File: src/rtl/msi_pkg.sv
package msi_pkg;

    typedef enum logic [1:0] {
        LN_INV = 2'b00,
        LN_SHD = 2'b01,
        LN_EXC = 2'b10
    } line_st_e;

    typedef enum logic [1:0] {
        CMD_IDLE   = 2'b00,
        CMD_RDMISS = 2'b01,
        CMD_WRMISS = 2'b10,
        CMD_WBACK  = 2'b11
    } bus_cmd_e;

    typedef enum logic [2:0] {
        FS_IDLE,
        FS_WAIT,
        FS_WBACK,
        FS_MISS,
        FS_FILL
    } fsm_st_e;

endpackage

File: src/rtl/msi_line_store.sv
module msi_line_store
    import msi_pkg::*;
#(
    parameter int LINES  = 4,
    parameter int TAG_W  = 4,
    parameter int DATA_W = 16,
    localparam int IDX_W = $clog2(LINES)
) (
    input  logic                           clk,
    input  logic                           rst_n,
    input  logic                           cpu_we_i,
    input  logic [IDX_W-1:0]               cpu_idx_i,
    input  logic [1:0]                     cpu_st_i,
    input  logic [TAG_W-1:0]               cpu_tag_i,
    input  logic [DATA_W-1:0]              cpu_data_i,
    input  logic                           snp_we_i,
    input  logic [IDX_W-1:0]               snp_idx_i,
    input  logic [1:0]                     snp_st_i,
    output logic [LINES-1:0][1:0]          st_o,
    output logic [LINES-1:0][TAG_W-1:0]    tag_o,
    output logic [LINES-1:0][DATA_W-1:0]   data_o
);

    typedef struct packed {
        logic [LINES-1:0][1:0]        st;
        logic [LINES-1:0][TAG_W-1:0]  tag;
        logic [LINES-1:0][DATA_W-1:0] data;
    } store_t;

    store_t s_d, s_q;

    // CPU-side update first, snoop-side state update wins on the same line
    always_comb begin
        s_d = s_q;
        if (cpu_we_i) begin
            s_d.st[cpu_idx_i]   = cpu_st_i;
            s_d.tag[cpu_idx_i]  = cpu_tag_i;
            s_d.data[cpu_idx_i] = cpu_data_i;
        end
        if (snp_we_i) begin
            s_d.st[snp_idx_i] = snp_st_i;
        end
    end

    always_ff @(posedge clk) begin
        if (!rst_n) begin
            s_q <= '0;
        end else begin
            s_q <= s_d;
        end
    end

    assign st_o   = s_q.st;
    assign tag_o  = s_q.tag;
    assign data_o = s_q.data;

endmodule

File: src/rtl/msi_snoop_unit.sv
module msi_snoop_unit
    import msi_pkg::*;
#(
    parameter int LINES  = 4,
    parameter int TAG_W  = 4,
    localparam int IDX_W  = $clog2(LINES),
    localparam int ADDR_W = TAG_W + IDX_W
) (
    input  logic                        clk,
    input  logic                        rst_n,
    input  logic                        en_i,
    input  logic [1:0]                  cmd_i,
    input  logic [ADDR_W-1:0]           addr_i,
    input  logic [LINES-1:0][1:0]       st_i,
    input  logic [LINES-1:0][TAG_W-1:0] tag_i,
    output logic                        hit_o,
    output logic [IDX_W-1:0]            hit_idx_o,
    output logic                        upd_we_o,
    output logic [1:0]                  upd_st_o,
    output logic                        abort_o,
    output logic [IDX_W-1:0]            wb_idx_o,
    output logic [TAG_W-1:0]            wb_tag_o
);

    typedef struct packed {
        logic             abort;
        logic [IDX_W-1:0] idx;
        logic [TAG_W-1:0] tag;
    } flush_t;

    flush_t f_d, f_q;

    logic [IDX_W-1:0] s_idx;
    logic [TAG_W-1:0] s_tag;
    logic [LINES-1:0] match;
    logic             is_miss;
    logic [1:0]       cur_st;

    assign s_idx   = addr_i[IDX_W-1:0];
    assign s_tag   = addr_i[ADDR_W-1:IDX_W];
    assign is_miss = (cmd_i == CMD_RDMISS) || (cmd_i == CMD_WRMISS);
    assign cur_st  = st_i[s_idx];

    // second read port on the tag array: one comparator per line
    for (genvar g = 0; g < LINES; g++) begin : g_cmp
        assign match[g] = (tag_i[g] == s_tag) && (st_i[g] != LN_INV);
    end

    assign hit_o     = en_i && is_miss && match[s_idx];
    assign hit_idx_o = s_idx;

    always_comb begin
        upd_we_o = 1'b0;
        upd_st_o = cur_st;
        f_d      = '0;
        f_d.idx  = s_idx;
        f_d.tag  = s_tag;
        if (hit_o) begin
            if (cur_st == LN_EXC) begin
                f_d.abort = 1'b1;
                upd_we_o  = 1'b1;
                upd_st_o  = (cmd_i == CMD_RDMISS) ? LN_SHD : LN_INV;
            end else if (cmd_i == CMD_WRMISS) begin
                upd_we_o  = 1'b1;
                upd_st_o  = LN_INV;
            end
        end
    end

    always_ff @(posedge clk) begin
        if (!rst_n) begin
            f_q <= '0;
        end else begin
            f_q <= f_d;
        end
    end

    assign abort_o  = f_q.abort;
    assign wb_idx_o = f_q.idx;
    assign wb_tag_o = f_q.tag;

endmodule

File: src/rtl/msi_req_fsm.sv
module msi_req_fsm
    import msi_pkg::*;
#(
    parameter int TAG_W  = 4,
    parameter int DATA_W = 16,
    parameter int IDX_W  = 2,
    localparam int ADDR_W = TAG_W + IDX_W
) (
    input  logic              clk,
    input  logic              rst_n,
    input  logic              cpu_valid_i,
    input  logic              cpu_write_i,
    input  logic [ADDR_W-1:0] cpu_addr_i,
    input  logic [DATA_W-1:0] cpu_wdata_i,
    output logic              cpu_ack_o,
    output logic [DATA_W-1:0] cpu_rdata_o,
    input  logic [1:0]        ln_st_i,
    input  logic [TAG_W-1:0]  ln_tag_i,
    input  logic [DATA_W-1:0] ln_data_i,
    input  logic              restart_i,
    input  logic              bus_gnt_i,
    input  logic              fill_valid_i,
    input  logic [DATA_W-1:0] fill_data_i,
    output logic              bus_req_o,
    output logic              bus_own_o,
    output logic [1:0]        bus_cmd_o,
    output logic [ADDR_W-1:0] bus_addr_o,
    output logic [DATA_W-1:0] bus_data_o,
    output logic              ln_we_o,
    output logic [1:0]        ln_st_o,
    output logic [TAG_W-1:0]  ln_tag_o,
    output logic [DATA_W-1:0] ln_data_o
);

    typedef struct packed {
        fsm_st_e st;
    } fsm_t;

    fsm_t r_d, r_q;

    logic [TAG_W-1:0] req_tag;
    logic [IDX_W-1:0] req_idx;
    logic             tag_eq;
    logic             hit;
    logic             victim_dirty;

    assign req_tag      = cpu_addr_i[ADDR_W-1:IDX_W];
    assign req_idx      = cpu_addr_i[IDX_W-1:0];
    assign tag_eq       = (ln_tag_i == req_tag);
    assign hit          = (ln_st_i != LN_INV) && tag_eq &&
                          (!cpu_write_i || (ln_st_i == LN_EXC));
    assign victim_dirty = (ln_st_i == LN_EXC) && !tag_eq;

    always_comb begin
        r_d         = r_q;
        cpu_ack_o   = 1'b0;
        cpu_rdata_o = ln_data_i;
        bus_req_o   = 1'b0;
        bus_own_o   = 1'b0;
        bus_cmd_o   = CMD_IDLE;
        bus_addr_o  = cpu_addr_i;
        bus_data_o  = '0;
        ln_we_o     = 1'b0;
        ln_st_o     = LN_EXC;
        ln_tag_o    = req_tag;
        ln_data_o   = cpu_wdata_i;
        unique case (r_q.st)
            FS_IDLE: begin
                if (cpu_valid_i) begin
                    if (hit) begin
                        cpu_ack_o = 1'b1;
                        ln_we_o   = cpu_write_i;
                    end else begin
                        r_d.st = FS_WAIT;
                    end
                end
            end
            FS_WAIT: begin
                bus_req_o = 1'b1;
                if (restart_i) begin
                    r_d.st = FS_IDLE;
                end else if (bus_gnt_i) begin
                    r_d.st = victim_dirty ? FS_WBACK : FS_MISS;
                end
            end
            FS_WBACK: begin
                bus_req_o  = 1'b1;
                bus_own_o  = 1'b1;
                bus_cmd_o  = CMD_WBACK;
                bus_addr_o = {ln_tag_i, req_idx};
                bus_data_o = ln_data_i;
                r_d.st     = FS_MISS;
            end
            FS_MISS: begin
                bus_req_o = 1'b1;
                bus_own_o = 1'b1;
                bus_cmd_o = cpu_write_i ? CMD_WRMISS : CMD_RDMISS;
                r_d.st    = FS_FILL;
            end
            FS_FILL: begin
                bus_req_o   = 1'b1;
                bus_own_o   = 1'b1;
                cpu_rdata_o = fill_data_i;
                if (fill_valid_i) begin
                    cpu_ack_o = 1'b1;
                    ln_we_o   = 1'b1;
                    ln_st_o   = cpu_write_i ? LN_EXC : LN_SHD;
                    ln_data_o = cpu_write_i ? cpu_wdata_i : fill_data_i;
                    r_d.st    = FS_IDLE;
                end
            end
            default: r_d.st = FS_IDLE;
        endcase
    end

    always_ff @(posedge clk) begin
        if (!rst_n) begin
            r_q.st <= FS_IDLE;
        end else begin
            r_q <= r_d;
        end
    end

endmodule

File: src/rtl/msi_cache_ctrl.sv
module msi_cache_ctrl
    import msi_pkg::*;
#(
    parameter int LINES  = 4,
    parameter int TAG_W  = 4,
    parameter int DATA_W = 16,
    localparam int IDX_W  = $clog2(LINES),
    localparam int ADDR_W = TAG_W + IDX_W
) (
    input  logic              clk,
    input  logic              rst_n,
    input  logic              cpu_valid_i,
    input  logic              cpu_write_i,
    input  logic [ADDR_W-1:0] cpu_addr_i,
    input  logic [DATA_W-1:0] cpu_wdata_i,
    output logic              cpu_ack_o,
    output logic [DATA_W-1:0] cpu_rdata_o,
    output logic              bus_req_o,
    input  logic              bus_gnt_i,
    output logic [1:0]        bus_cmd_o,
    output logic [ADDR_W-1:0] bus_addr_o,
    output logic [DATA_W-1:0] bus_data_o,
    input  logic              fill_valid_i,
    input  logic [DATA_W-1:0] fill_data_i,
    input  logic [1:0]        snp_cmd_i,
    input  logic [ADDR_W-1:0] snp_addr_i,
    output logic              snp_abort_o,
    output logic [ADDR_W-1:0] snp_wb_addr_o,
    output logic [DATA_W-1:0] snp_wb_data_o
);

    logic [LINES-1:0][1:0]        st_q;
    logic [LINES-1:0][TAG_W-1:0]  tag_q;
    logic [LINES-1:0][DATA_W-1:0] data_q;

    logic [IDX_W-1:0]  cpu_idx;
    logic              c_we;
    logic [1:0]        c_st;
    logic [TAG_W-1:0]  c_tag;
    logic [DATA_W-1:0] c_data;
    logic              s_we;
    logic [1:0]        s_st;
    logic              s_hit;
    logic [IDX_W-1:0]  s_idx;
    logic              own;
    logic              restart;
    logic              abort_q;
    logic [IDX_W-1:0]  wb_idx;
    logic [TAG_W-1:0]  wb_tag;

    assign cpu_idx = cpu_addr_i[IDX_W-1:0];
    assign restart = s_hit && (s_idx == cpu_idx);

    msi_line_store #(
        .LINES (LINES),
        .TAG_W (TAG_W),
        .DATA_W(DATA_W)
    ) u_store (
        .clk       (clk),
        .rst_n     (rst_n),
        .cpu_we_i  (c_we),
        .cpu_idx_i (cpu_idx),
        .cpu_st_i  (c_st),
        .cpu_tag_i (c_tag),
        .cpu_data_i(c_data),
        .snp_we_i  (s_we),
        .snp_idx_i (s_idx),
        .snp_st_i  (s_st),
        .st_o      (st_q),
        .tag_o     (tag_q),
        .data_o    (data_q)
    );

    msi_snoop_unit #(
        .LINES(LINES),
        .TAG_W(TAG_W)
    ) u_snoop (
        .clk      (clk),
        .rst_n    (rst_n),
        .en_i     (!own),
        .cmd_i    (snp_cmd_i),
        .addr_i   (snp_addr_i),
        .st_i     (st_q),
        .tag_i    (tag_q),
        .hit_o    (s_hit),
        .hit_idx_o(s_idx),
        .upd_we_o (s_we),
        .upd_st_o (s_st),
        .abort_o  (abort_q),
        .wb_idx_o (wb_idx),
        .wb_tag_o (wb_tag)
    );

    msi_req_fsm #(
        .TAG_W (TAG_W),
        .DATA_W(DATA_W),
        .IDX_W (IDX_W)
    ) u_fsm (
        .clk         (clk),
        .rst_n       (rst_n),
        .cpu_valid_i (cpu_valid_i),
        .cpu_write_i (cpu_write_i),
        .cpu_addr_i  (cpu_addr_i),
        .cpu_wdata_i (cpu_wdata_i),
        .cpu_ack_o   (cpu_ack_o),
        .cpu_rdata_o (cpu_rdata_o),
        .ln_st_i     (st_q[cpu_idx]),
        .ln_tag_i    (tag_q[cpu_idx]),
        .ln_data_i   (data_q[cpu_idx]),
        .restart_i   (restart),
        .bus_gnt_i   (bus_gnt_i),
        .fill_valid_i(fill_valid_i),
        .fill_data_i (fill_data_i),
        .bus_req_o   (bus_req_o),
        .bus_own_o   (own),
        .bus_cmd_o   (bus_cmd_o),
        .bus_addr_o  (bus_addr_o),
        .bus_data_o  (bus_data_o),
        .ln_we_o     (c_we),
        .ln_st_o     (c_st),
        .ln_tag_o    (c_tag),
        .ln_data_o   (c_data)
    );

    assign snp_abort_o   = abort_q;
    assign snp_wb_addr_o = abort_q ? {wb_tag, wb_idx} : '0;
    assign snp_wb_data_o = abort_q ? data_q[wb_idx] : '0;

endmodule

File: config.mk
export PLATFORM = sky130hd
export DESIGN_NAME = msi_cache_ctrl
export DESIGN_NICKNAME = d
export VERILOG_FILES = /design/src/rtl/msi_pkg.sv /design/src/rtl/msi_line_store.sv /design/src/rtl/msi_snoop_unit.sv /design/src/rtl/msi_req_fsm.sv /design/src/rtl/msi_cache_ctrl.sv
export SDC_FILE = /design/constraint.sdc
export NUM_CORES = 1
export LEC_CHECK = 0
export ABC_AREA = 1
export BUFFER_PORTS_ARGS = -buffer_cell sky130_fd_sc_hd__buf_4
export CAP_MARGIN = 20
export CORE_ASPECT_RATIO = 1.1
export CORE_MARGIN = 2
export CORE_UTILIZATION = 55
export CTS_BUF_LIST = sky130_fd_sc_hd__clkbuf_8
export DETAILED_ROUTE_END_ITERATION = 16
export PLACE_DENSITY = 0.79
export SYNTH_ARGS = -nofsm -noshare
export SYNTH_HDL_FRONTEND = slang
export SYNTH_SLANG_ARGS = --single-unit
export TNS_END_PERCENT = 20
File: constraint.sdc
create_clock -name clk -period 3.8 [get_ports clk]
set_clock_uncertainty 0.1 [all_clocks]
set_input_delay 1.14 -clock clk [delete_from_list [all_inputs] [get_ports clk]]
set_output_delay 1.14 -clock clk [all_outputs]
set_load 0.02 [all_outputs]
Yosys cells after proc, flatten, opt, wreduce, memory -nomap -nowiden
Index checks and enable logic that the tools add are counted.
{"block": "totals", "out_inout_bits": 65, "elab_cells": 128, "reg_bits": 98, "input_bits": 52}
{"block": "op_classes", "n_eq_ne": 18, "reduce_logical": 27, "mux": 62, "n_lt_le_gt_ge": 5}
{"op": "16-bit two-way mux", "count": 9}
{"op": "88-bit two-way mux", "count": 1}
{"op": "16-bit binary-select mux with 2-bit select", "count": 2}
{"op": "64-bit bitwise mux", "count": 1}
{"op": "16-bit demux with 2-bit select", "count": 1}
{"op": "4-bit == test", "count": 5}
{"op": "2-bit two-way mux", "count": 10}
{"op": "16-bit bitwise mux", "count": 1}
{"op": "8-bit bitwise mux", "count": 2}
{"op": "3-bit two-way mux", "count": 5}
{"op": "3-bit one-hot mux with 5 select lines", "count": 1}
{"op": "1-bit two-way mux", "count": 14}
{"op": "1-bit logical AND", "count": 12}
{"op": "6-bit two-way mux", "count": 2}
{"op": "2-bit nonzero test", "count": 5}
{"op": "2-bit by 3-bit less-than comparator with 1-bit output, second input constant", "count": 3}
{"op": "2-bit binary-select mux with 2-bit select", "count": 2}
{"op": "4-bit binary-select mux with 2-bit select", "count": 1}
{"op": "2-bit demux with 2-bit select", "count": 2}
{"op": "4-bit demux with 2-bit select", "count": 1}
{"op": "4-bit two-way mux", "count": 2}
{"op": "8-bit two-way mux", "count": 1}
{"op": "2-bit == test, second input constant", "count": 3}
{"op": "3-bit by 2-bit == test with 1-bit output, second input constant", "count": 2}
{"op": "17 further kinds", "count": 24}

Depth between registers and ports, before layout
Gate-level depths: netlist (run 1).
{"block": "depth", "word_depth": 11, "mapped_depth": 17, "mapped_depth_nobuf": 16}

Hierarchy
A second synthesis (run 1) with hierarchy kept.
{"block": "unflattened", "cells_unflattened": 1114, "hier_area_um2": 6500.0}
{"module": "msi_line_store", "cells_per_inst": 427, "instances": 1, "seq_area_each_um2": 1761.7, "area_per_inst_um2": 3249.4}
{"module": "msi_cache_ctrl", "cells_per_inst": 340, "instances": 1, "seq_area_each_um2": 0.0, "area_per_inst_um2": 1547.7}
{"module": "msi_req_fsm", "cells_per_inst": 208, "instances": 1, "seq_area_each_um2": 60.1, "area_per_inst_um2": 957.2}
{"module": "msi_snoop_unit", "cells_per_inst": 139, "instances": 1, "seq_area_each_um2": 140.1, "area_per_inst_um2": 745.7}

Least setup slack after synthesis (run 1)
No wires, ideal clock.
{"block": "synth_path", "kind": "input to output", "start": "in cpu_addr_i[1]", "end": "out cpu_rdata_o[8]", "n_path_buf": 3, "arrival_ps": 2709, "path_stages": 7, "required_ps": 2560, "slack_ps": -149, "cell_sequence": "buf_2 inv_2 nor2_1 clkbuf_1 buf_1 a221oi_1 o21ai_0"}
{"block": "synth_via", "elab_chain_cells": 3}
{"item": "from (decl)", "line": "msi_cache_ctrl.sv:14", "source": "input logic [ADDR_W-1:0] cpu_addr_i,"}
{"item": "16-bit binary-select mux with 2-bit select", "line": "msi_cache_ctrl.sv:109", "source": ".ln_data_i (data_q[cpu_idx]),"}
{"item": "16-bit two-way mux (implied by the code)", "line": "msi_cache_ctrl.sv:109"}
{"item": "16-bit two-way mux", "line": "msi_req_fsm.sv:67", "source": "unique case (r_q.st)"}
{"item": "to (decl)", "line": "msi_cache_ctrl.sv:17", "source": "output logic [DATA_W-1:0] cpu_rdata_o,"}
No other way between the ends. The select of a mux whose other input is x is not followed.

Worst setup path in the final report (run 1)
{"block": "layout_path", "start": "in cpu_addr_i[1]", "end": "out cpu_rdata_o[5]"}
Same word-level chain as after synthesis.

==> results of run 1 <==
[per-layer routing]
layer	up-vias	wire length [um]
met5	-	0
li1	3465	-
met1	3095	7780
met4	0	401
met2	257	8740
met3	31	1200
[placed cells by master, fill, tap and decap left out]
cell	instances
nor3_1	4
dfxtp_1	98
clkinv_1	2
clkinvlp_4	2
a221oi_1	11
a221oi_2	5
nor2_4	3
ha_1	2
xor2_1	3
a22oi_1	1
o21ai_0	77
nand2_1	245
nand3_1	97
clkbuf_8	9
inv_1	81
inv_2	2
or2_2	1
mux2i_1	16
nand3b_1	5
clkinv_2	2
nor2_1	136
o211ai_1	2
nand2_4	1
o22ai_1	3
nor2_2	3
buf_4	135
nand4_1	5
a21oi_1	125
buf_12	10
bufinv_16	1
inv_4	1
o21ai_1	6
[cell families (layout without fill, tap and decap cells)]
group                    count (synthesis)  count (layout)  synth area share
AO/OA/AOI/OAI                          230             230             0.201
AND/OR/NAND/NOR                        500             500             0.336
adder cells (fa/ha/maj)                  2               2           0.00411
XOR/XNOR                                 3               3           0.00432
buffers and inverters                  153             245             0.105
flip-flops                              98              98             0.323
multiplexers                            16              16            0.0263
[area by class of cell]
type	count	area share
Clock buffer	9	0.0167
Sequential cell	98	0.265
Inverter	84	0.0429
Clock inverter	7	0.00845
Multi-Input combinational cell	751	0.478
Tap cell	147	0.0248
Timing Repair Buffer	145	0.164
[where the power goes]
part / switching [mW] / total [mW] / internal, mW
combinational: 0.232 / 0.365 / 0.133
clock: 0.381 / 0.679 / 0.298
sequential: 0.0106 / 1.05 / 1.04
total: 0.623 / 2.09 / 1.47
[per-stage QoR]
step,instance area [sq um],setup slack [ps]
2_1_floorplan,6080,-149
6_report,7400,73.7
3_3_place_gp,7170,-37.1
5_1_grt,7400,-15.7
4_1_cts,7360,21.6
3_5_place_dp,7170,-77.6
[worst max-delay path, delay by kind of cell]
family                 cells  cell delay [ps]
and+or+nand+nor            1               60
AOI/OAI and AO/OA          2              480
buffers and inverters      5              790
[final timing paths]
kind / startpoint / to / slack [ps] / cells past startpoint
setup / recovery: cpu_addr_i[1] / cpu_rdata_o[5] / 70 / 8
hold / removal: register / register / 390 / 2
setup reg to reg: u_fsm.r_q[0] / register / 940 / 11
hold reg to reg: register / register / 390 / 2
[repair_timing]
action / 4_1_cts / 5_1_grt
pin swaps: 0 / 1
setup endpoints to repair: 1 / 19
gates resized for setup: 2 / 11
==> impl_metrics.prom, run 1 <==
# TYPE chip_impl_metric gauge
chip_impl_info{name="cts.root.buffer_cell",value="clkbuf_8"} 1
chip_impl_metric{name="synth.avg_cell_area",unit="sq um"} 6.07
chip_impl_metric{name="p_per_area",unit="nW/um^2"} 282
chip_impl_metric{name="final_cell_count_no_fill",unit=""} 1241
chip_impl_metric{name="gr-usage-met3",unit=""} 0.0507
chip_impl_metric{name="quantity_of_i_o_buffers_inserted_on_ports",unit=""} 116
chip_impl_metric{name="clock_latency",unit="ps"} 370
chip_impl_metric{name="timing.final.setup_violations",unit=""} 0
chip_impl_metric{name="place.detailed.hpwl",unit="um"} 12200
chip_impl_info{name="synthMostInstantiatedCell",value="nand2_1"} 1
chip_impl_metric{name="grt_first_pass_wirelength",unit="um"} 29300
chip_impl_metric{name="dr.pass1.iters",unit=""} 5
chip_impl_metric{name="max_cap_violations",unit=""} 0
chip_impl_info{name="post_synth_most_frequent_cells",value="nand2_1 (245), nor2_1 (141), a21oi_1 (125)"} 1
chip_impl_metric{name="mappedNetlistArea",unit="sq um"} 6080
chip_impl_info{name="worst-setup-path-type",value="input port to output pin"} 1
chip_impl_metric{name="yosysTopAreaCellShare",unit=""} 0.323
chip_impl_metric{name="cpPeakStageDelay",unit="ps"} 350
chip_impl_metric{name="finalCritPeriodShare",unit=""} 0.981
chip_impl_metric{name="edff_count_synth",unit=""} 0
chip_impl_metric{name="utilization",unit=""} 0.682
chip_impl_metric{name="finalWirelength",unit="um"} 18100
chip_impl_metric{name="cts-hold-fix-buffers",unit=""} 0
chip_impl_metric{name="initial_core_util",unit=""} 0.560
chip_impl_metric{name="detailroute.via_count",unit=""} 6848
chip_impl_metric{name="worst-endpoint-arrival",unit="ps"} 2490
chip_impl_info{name="cp_cell_sequence",value="buf_4, inv_2, nor2_4, buf_12, buf_12, a221oi_1, o21ai_0, buf_4"} 1
chip_impl_metric{name="net_total_in_the_final_layout",unit=""} 1143
chip_impl_metric{name="die_height",unit="um"} 114
chip_impl_metric{name="dp.cells",unit=""} 1225
chip_impl_metric{name="required_time_worst_endpoint",unit="ps"} 2560
chip_impl_info{name="netlist_top_cells_area",value="dfxtp_1 (32%), nand2_1 (15%), a21oi_1 (10%), nor2_1 (8.7%), nand3_1 (8.0%)"} 1
chip_impl_info{name="tritoncts_clock_tree",value="yes"} 1
chip_impl_metric{name="syn_to_final_growth",unit="%"} 21.7
chip_impl_metric{name="hold_violations",unit=""} 0
chip_impl_metric{name="n_antenna_cell",unit=""} 0
chip_impl_metric{name="grt_start_max_net_pins",unit=""} 53
chip_impl_metric{name="fmaxAchievable",unit="MHz"} 268
chip_impl_metric{name="synthCells",unit=""} 1002
chip_impl_metric{name="synth.ff_latch_count",unit=""} 98
chip_impl_metric{name="grt.met1_usage",unit=""} 0.389
chip_impl_metric{name="clk_buf_depth",unit=""} 2
chip_impl_metric{name="route.antenna.remaining_nets",unit=""} 0
chip_impl_metric{name="rows",unit=""} 40
chip_impl_metric{name="cts.reportedPaths.clkPinSlew",unit="ps"} 100
chip_impl_metric{name="groute.usage.overall",unit=""} 0.300
chip_impl_metric{name="cts_made_buffers",unit=""} 9
chip_impl_metric{name="fp.dieArea",unit="sq um"} 11900
chip_impl_metric{name="totalNegativeSetupSlack",unit="ps"} 0
chip_impl_info{name="cell_taking_the_most_area_after_synthesis",value="dfxtp_1"} 1
chip_impl_metric{name="ratio_of_routed_vias_to_standard_cells",unit=""} 5.52
chip_impl_info{name="startpoint_class",value="input port"} 1
chip_impl_metric{name="drt_iter0_drc",unit=""} 532
chip_impl_metric{name="critical_path_peak_fanout",unit=""} 23
chip_impl_metric{name="post_route_minimum_period",unit="ps"} 3730
chip_impl_metric{name="fillers",unit=""} 1012
chip_impl_metric{name="async_flop_share",unit=""} 0
chip_impl_info{name="global_route.peak_usage_layer",value="met2"} 1
chip_impl_info{name="hold_path.class",value="register to register"} 1
chip_impl_metric{name="num_io_pins",unit=""} 117
chip_impl_metric{name="vdd_drop_max",unit="mV"} 0.154
chip_impl_metric{name="syn-num-nets",unit=""} 1056
chip_impl_metric{name="totalPowerFinal",unit="mW"} 2.09
chip_impl_info{name="run_status",value="finished, final reports clean"} 1
chip_impl_metric{name="grt-ovfl-total",unit=""} 0
chip_impl_metric{name="routed_wire_length_per_instance",unit="um"} 14.6
chip_impl_metric{name="core_area",unit="sq um"} 10900
chip_impl_info{name="critical-path-slowest-cell",value="a221oi_1"} 1
chip_impl_info{name="setup_repair_after_global_routing_missed_its_margin",value="true"} 1
chip_impl_metric{name="groute.layer.met2.usage",unit=""} 0.505
chip_impl_info{name="ys.flop_type",value="dfxtp_1"} 1
chip_impl_metric{name="worstMarginPinSlew",unit="ps"} 700
chip_impl_metric{name="clkSinkCount",unit=""} 98
chip_impl_metric{name="area_of_the_multi_input_gates",unit="sq um"} 3540
chip_impl_metric{name="post_cts.repair.setup_buffers",unit=""} 0
chip_impl_metric{name="drt_drc_violations_left",unit=""} 0
chip_impl_metric{name="grt_pass1_vias",unit=""} 5981
chip_impl_metric{name="die_w",unit="um"} 104
chip_impl_metric{name="worst_hold_slack",unit="ps"} 390
chip_impl_metric{name="max_slew_margin",unit=""} 0.530
chip_impl_metric{name="static-leakage-power",unit="nW"} 3.12
chip_impl_metric{name="ctsHtreeMaxLevel",unit=""} 3
chip_impl_metric{name="gp_congestion",unit=""} 0.913
chip_impl_info{name="crit_path_end_kind",value="output pin"} 1
chip_impl_metric{name="synth_cell_type_count",unit=""} 28
chip_impl_metric{name="register_area",unit="sq um"} 1960
chip_impl_metric{name="report.final.slew_viol_count",unit=""} 0
chip_impl_metric{name="synth-warning-count",unit=""} 0
chip_impl_metric{name="drive_gt1_frac",unit=""} 0.160
chip_impl_metric{name="share_of_the_yosys_chip_area_belonging_to_registers",unit=""} 0.323
chip_impl_metric{name="antenna_found_initial",unit=""} 0
Note: power is estimated with default switching activity, not from simulation.
==> run 2, diff against run 1 <==
- clock period: 3.8 -> 4.3 ns (I/O delays scaled with it)
==> run 2 against run 1 <==
  * Global-route usage fell by 0.96 points
  * Die area is the same
  * Clock power decreased by 8.1%
  * Combinational power fell by 14%
  * Routed wire length down 2.3%
  * Non-clock buffer count is 12 lower
  * Sequential share of layout area increased by 0.50 points
  * Critical path type unchanged
  * Critical endpoint is now cpu_rdata_o[12]
  * Largest power group unchanged
==> impl_metrics.prom, run 2 (synthesis results as in run 1) <==
# TYPE chip_impl_metric gauge
chip_impl_metric{name="syn_to_final_growth",unit="%"} 19.5
chip_impl_metric{name="gp_congestion",unit=""} 0.935
chip_impl_metric{name="die_height",unit="um"} 114
chip_impl_metric{name="worst-r2r-cell-count",unit=""} 10
chip_impl_info{name="timing.rr.start",value="u_fsm.r_q[0]"} 1
chip_impl_metric{name="initial_core_util",unit=""} 0.560
chip_impl_metric{name="routed_wire_length_per_instance",unit="um"} 14.4
chip_impl_metric{name="route.antenna.remaining_nets",unit=""} 0
chip_impl_metric{name="ff2ff_setup_slack",unit="ps"} 1380
chip_impl_metric{name="n_antenna_cell",unit=""} 0
chip_impl_metric{name="max_cap_violations",unit=""} 0
chip_impl_metric{name="critical_path_peak_fanout",unit=""} 16
chip_impl_metric{name="drive_gt1_frac",unit=""} 0.147
chip_impl_metric{name="postPlaceCellArea",unit="sq um"} 7050
chip_impl_metric{name="net_total_in_the_final_layout",unit=""} 1131
chip_impl_metric{name="clock_latency",unit="ps"} 360
chip_impl_metric{name="detailroute.via_count",unit=""} 6752
chip_impl_metric{name="fmaxAchievable",unit="MHz"} 244
chip_impl_metric{name="final_cell_count_no_fill",unit=""} 1228
chip_impl_metric{name="required_time_worst_endpoint",unit="ps"} 2910
chip_impl_metric{name="timing.final.setup_violations",unit=""} 0
chip_impl_info{name="worst-setup-path-type",value="input port to output pin"} 1
chip_impl_metric{name="num_io_pins",unit=""} 117
chip_impl_metric{name="switching_share",unit=""} 0.289
chip_impl_metric{name="drt_iter0_drc",unit=""} 678
chip_impl_info{name="crit_path_end_kind",value="output pin"} 1
chip_impl_metric{name="ctsHtreeMaxLevel",unit=""} 3
chip_impl_metric{name="core_area",unit="sq um"} 10900
chip_impl_metric{name="worst-endpoint-arrival",unit="ps"} 2710
chip_impl_metric{name="dr.pass1.iters",unit=""} 6
chip_impl_metric{name="dp.cells",unit=""} 1213
chip_impl_metric{name="groute.usage.overall",unit=""} 0.290
chip_impl_metric{name="grt-ovfl-total",unit=""} 0
chip_impl_metric{name="fp.dieArea",unit="sq um"} 11900
chip_impl_metric{name="final_cell_area",unit="sq um"} 7270
chip_impl_metric{name="ratio_of_routed_vias_to_standard_cells",unit=""} 5.50
chip_impl_info{name="run_status",value="finished, final reports clean"} 1
chip_impl_metric{name="quantity_of_i_o_buffers_inserted_on_ports",unit=""} 116
chip_impl_metric{name="utilization",unit=""} 0.669
chip_impl_metric{name="internal_power",unit="mW"} 1.33
chip_impl_metric{name="die_w",unit="um"} 104
chip_impl_metric{name="finalWirelength",unit="um"} 17700
chip_impl_metric{name="cts.reportedPaths.clkPinSlew",unit="ps"} 90
chip_impl_metric{name="cts_made_buffers",unit=""} 9
chip_impl_metric{name="hold_violations",unit=""} 0
chip_impl_info{name="startpoint_class",value="input port"} 1
chip_impl_metric{name="drt_drc_violations_left",unit=""} 0
chip_impl_metric{name="totalNegativeSetupSlack",unit="ps"} 0
chip_impl_info{name="most_used_cells_in_the_layout_excluding_fill_and_tap_cells",value="nand2_1 (244), nor2_1 (137), a21oi_1 (125), buf_4 (125), dfxtp_1 (98)"} 1
chip_impl_metric{name="place.detailed.hpwl",unit="um"} 11800
chip_impl_info{name="hold_path.class",value="register to register"} 1
chip_impl_info{name="critical_path.endpoint",value="cpu_rdata_o[12]"} 1
chip_impl_metric{name="grt_first_pass_wirelength",unit="um"} 28400
chip_impl_metric{name="clkSinkCount",unit=""} 98
chip_impl_metric{name="finalCritPeriodShare",unit=""} 0.953
chip_impl_info{name="tritoncts_clock_tree",value="yes"} 1
chip_impl_info{name="cts.root.buffer_cell",value="clkbuf_8"} 1
chip_impl_metric{name="worst_hold_slack",unit="ps"} 389
chip_impl_metric{name="rows",unit=""} 40
chip_impl_metric{name="combPwrFrac",unit=""} 0.169
chip_impl_info{name="layout_commonest_cell",value="nand2_1"} 1
chip_impl_metric{name="p_seq_frac",unit=""} 0.496
chip_impl_metric{name="clockPowerShare",unit=""} 0.335
chip_impl_metric{name="max_slew_margin",unit=""} 0.475
chip_impl_metric{name="grt_start_max_net_pins",unit=""} 80
chip_impl_metric{name="cts-hold-fix-buffers",unit=""} 0
chip_impl_metric{name="antenna_found_initial",unit=""} 0
chip_impl_metric{name="post_route_minimum_period",unit="ps"} 4100
chip_impl_metric{name="p_per_area",unit="nW/um^2"} 257
chip_impl_metric{name="grt_pass1_vias",unit=""} 5858
chip_impl_metric{name="vdd_drop_max",unit="mV"} 0.162
chip_impl_metric{name="clk_buf_depth",unit=""} 2
chip_impl_metric{name="report.final.slew_viol_count",unit=""} 0
chip_impl_info{name="setup_repair_after_global_routing_missed_its_margin",value="false"} 1
chip_impl_info{name="critical_path.startpoint",value="cpu_addr_i[0]"} 1
chip_impl_metric{name="power.switching",unit="uW"} 539
chip_impl_metric{name="static-leakage-power",unit="nW"} 3.04
chip_impl_metric{name="worstMarginPinSlew",unit="ps"} 785
run 2: layer usage:
metal,wire length [um],global-route usage,part of all wire
met1,7720,0.376,0.44
met2,8410,0.495,0.47
met3,1130,0.0444,0.064
met4,436,0.103,0.025
met5,0,0,0
run 2: per-stage QoR:
stage / setup slack, ps / power, mW
floorplan: 50.7 / 1.13
global placement: 112 / 1.25
detailed placement: 103 / 1.26
CTS: 79.5 / 1.87
global route: 13.5 / 1.94
finish: 201 / 1.86
run 2: how the worst min path moves through the flow:
stage,depth (start not counted),startpoint,slack [ps],to
finish,2,register,390,register
global route,2,register,420,register
CTS,2,register,390,register
detailed placement,2,register,370,register
global placement,2,register,360,register
floorplan,2,register,350,register
run 2: layout make-up:
class                           count  area [sq um]
Inverter                           84           315
Fill cell                        1068          3590
Tap cell                          147           184
Timing Repair Buffer              133          1090
Clock buffer                       11           151
Sequential cell                    98          1960
Multi-Input combinational cell    751          3510
Clock inverter                      4          51.3
run 2: worst max-delay path: stages:
cell and delay, ps:
buf_6 140, inv_2 160, nor2_4 80, inv_1 100
buf_12 150, o22ai_1 70, a221oi_1 380, o21ai_0 150
buf_4 180
run 2: power by group through the flow:
| stage | clock (mW) | combinational (mW) | sequential [mW] |
|---|---|---|---|
| final | 0.624 | 0.315 | 0.925 |
| after global routing | 0.672 | 0.344 | 0.927 |
| after CTS | 0.634 | 0.311 | 0.925 |
| after detailed placement | 0 | 0.310 | 0.946 |
| after global placement | 0 | 0.308 | 0.946 |
| after floorplan | 0 | 0.186 | 0.943 |
run 2: timing repair:
item / 4_1_cts / 5_1_grt
buffers inserted: 0 / 0
setup endpoints to repair: 0 / 7
gates resized for setup: 0 / 4
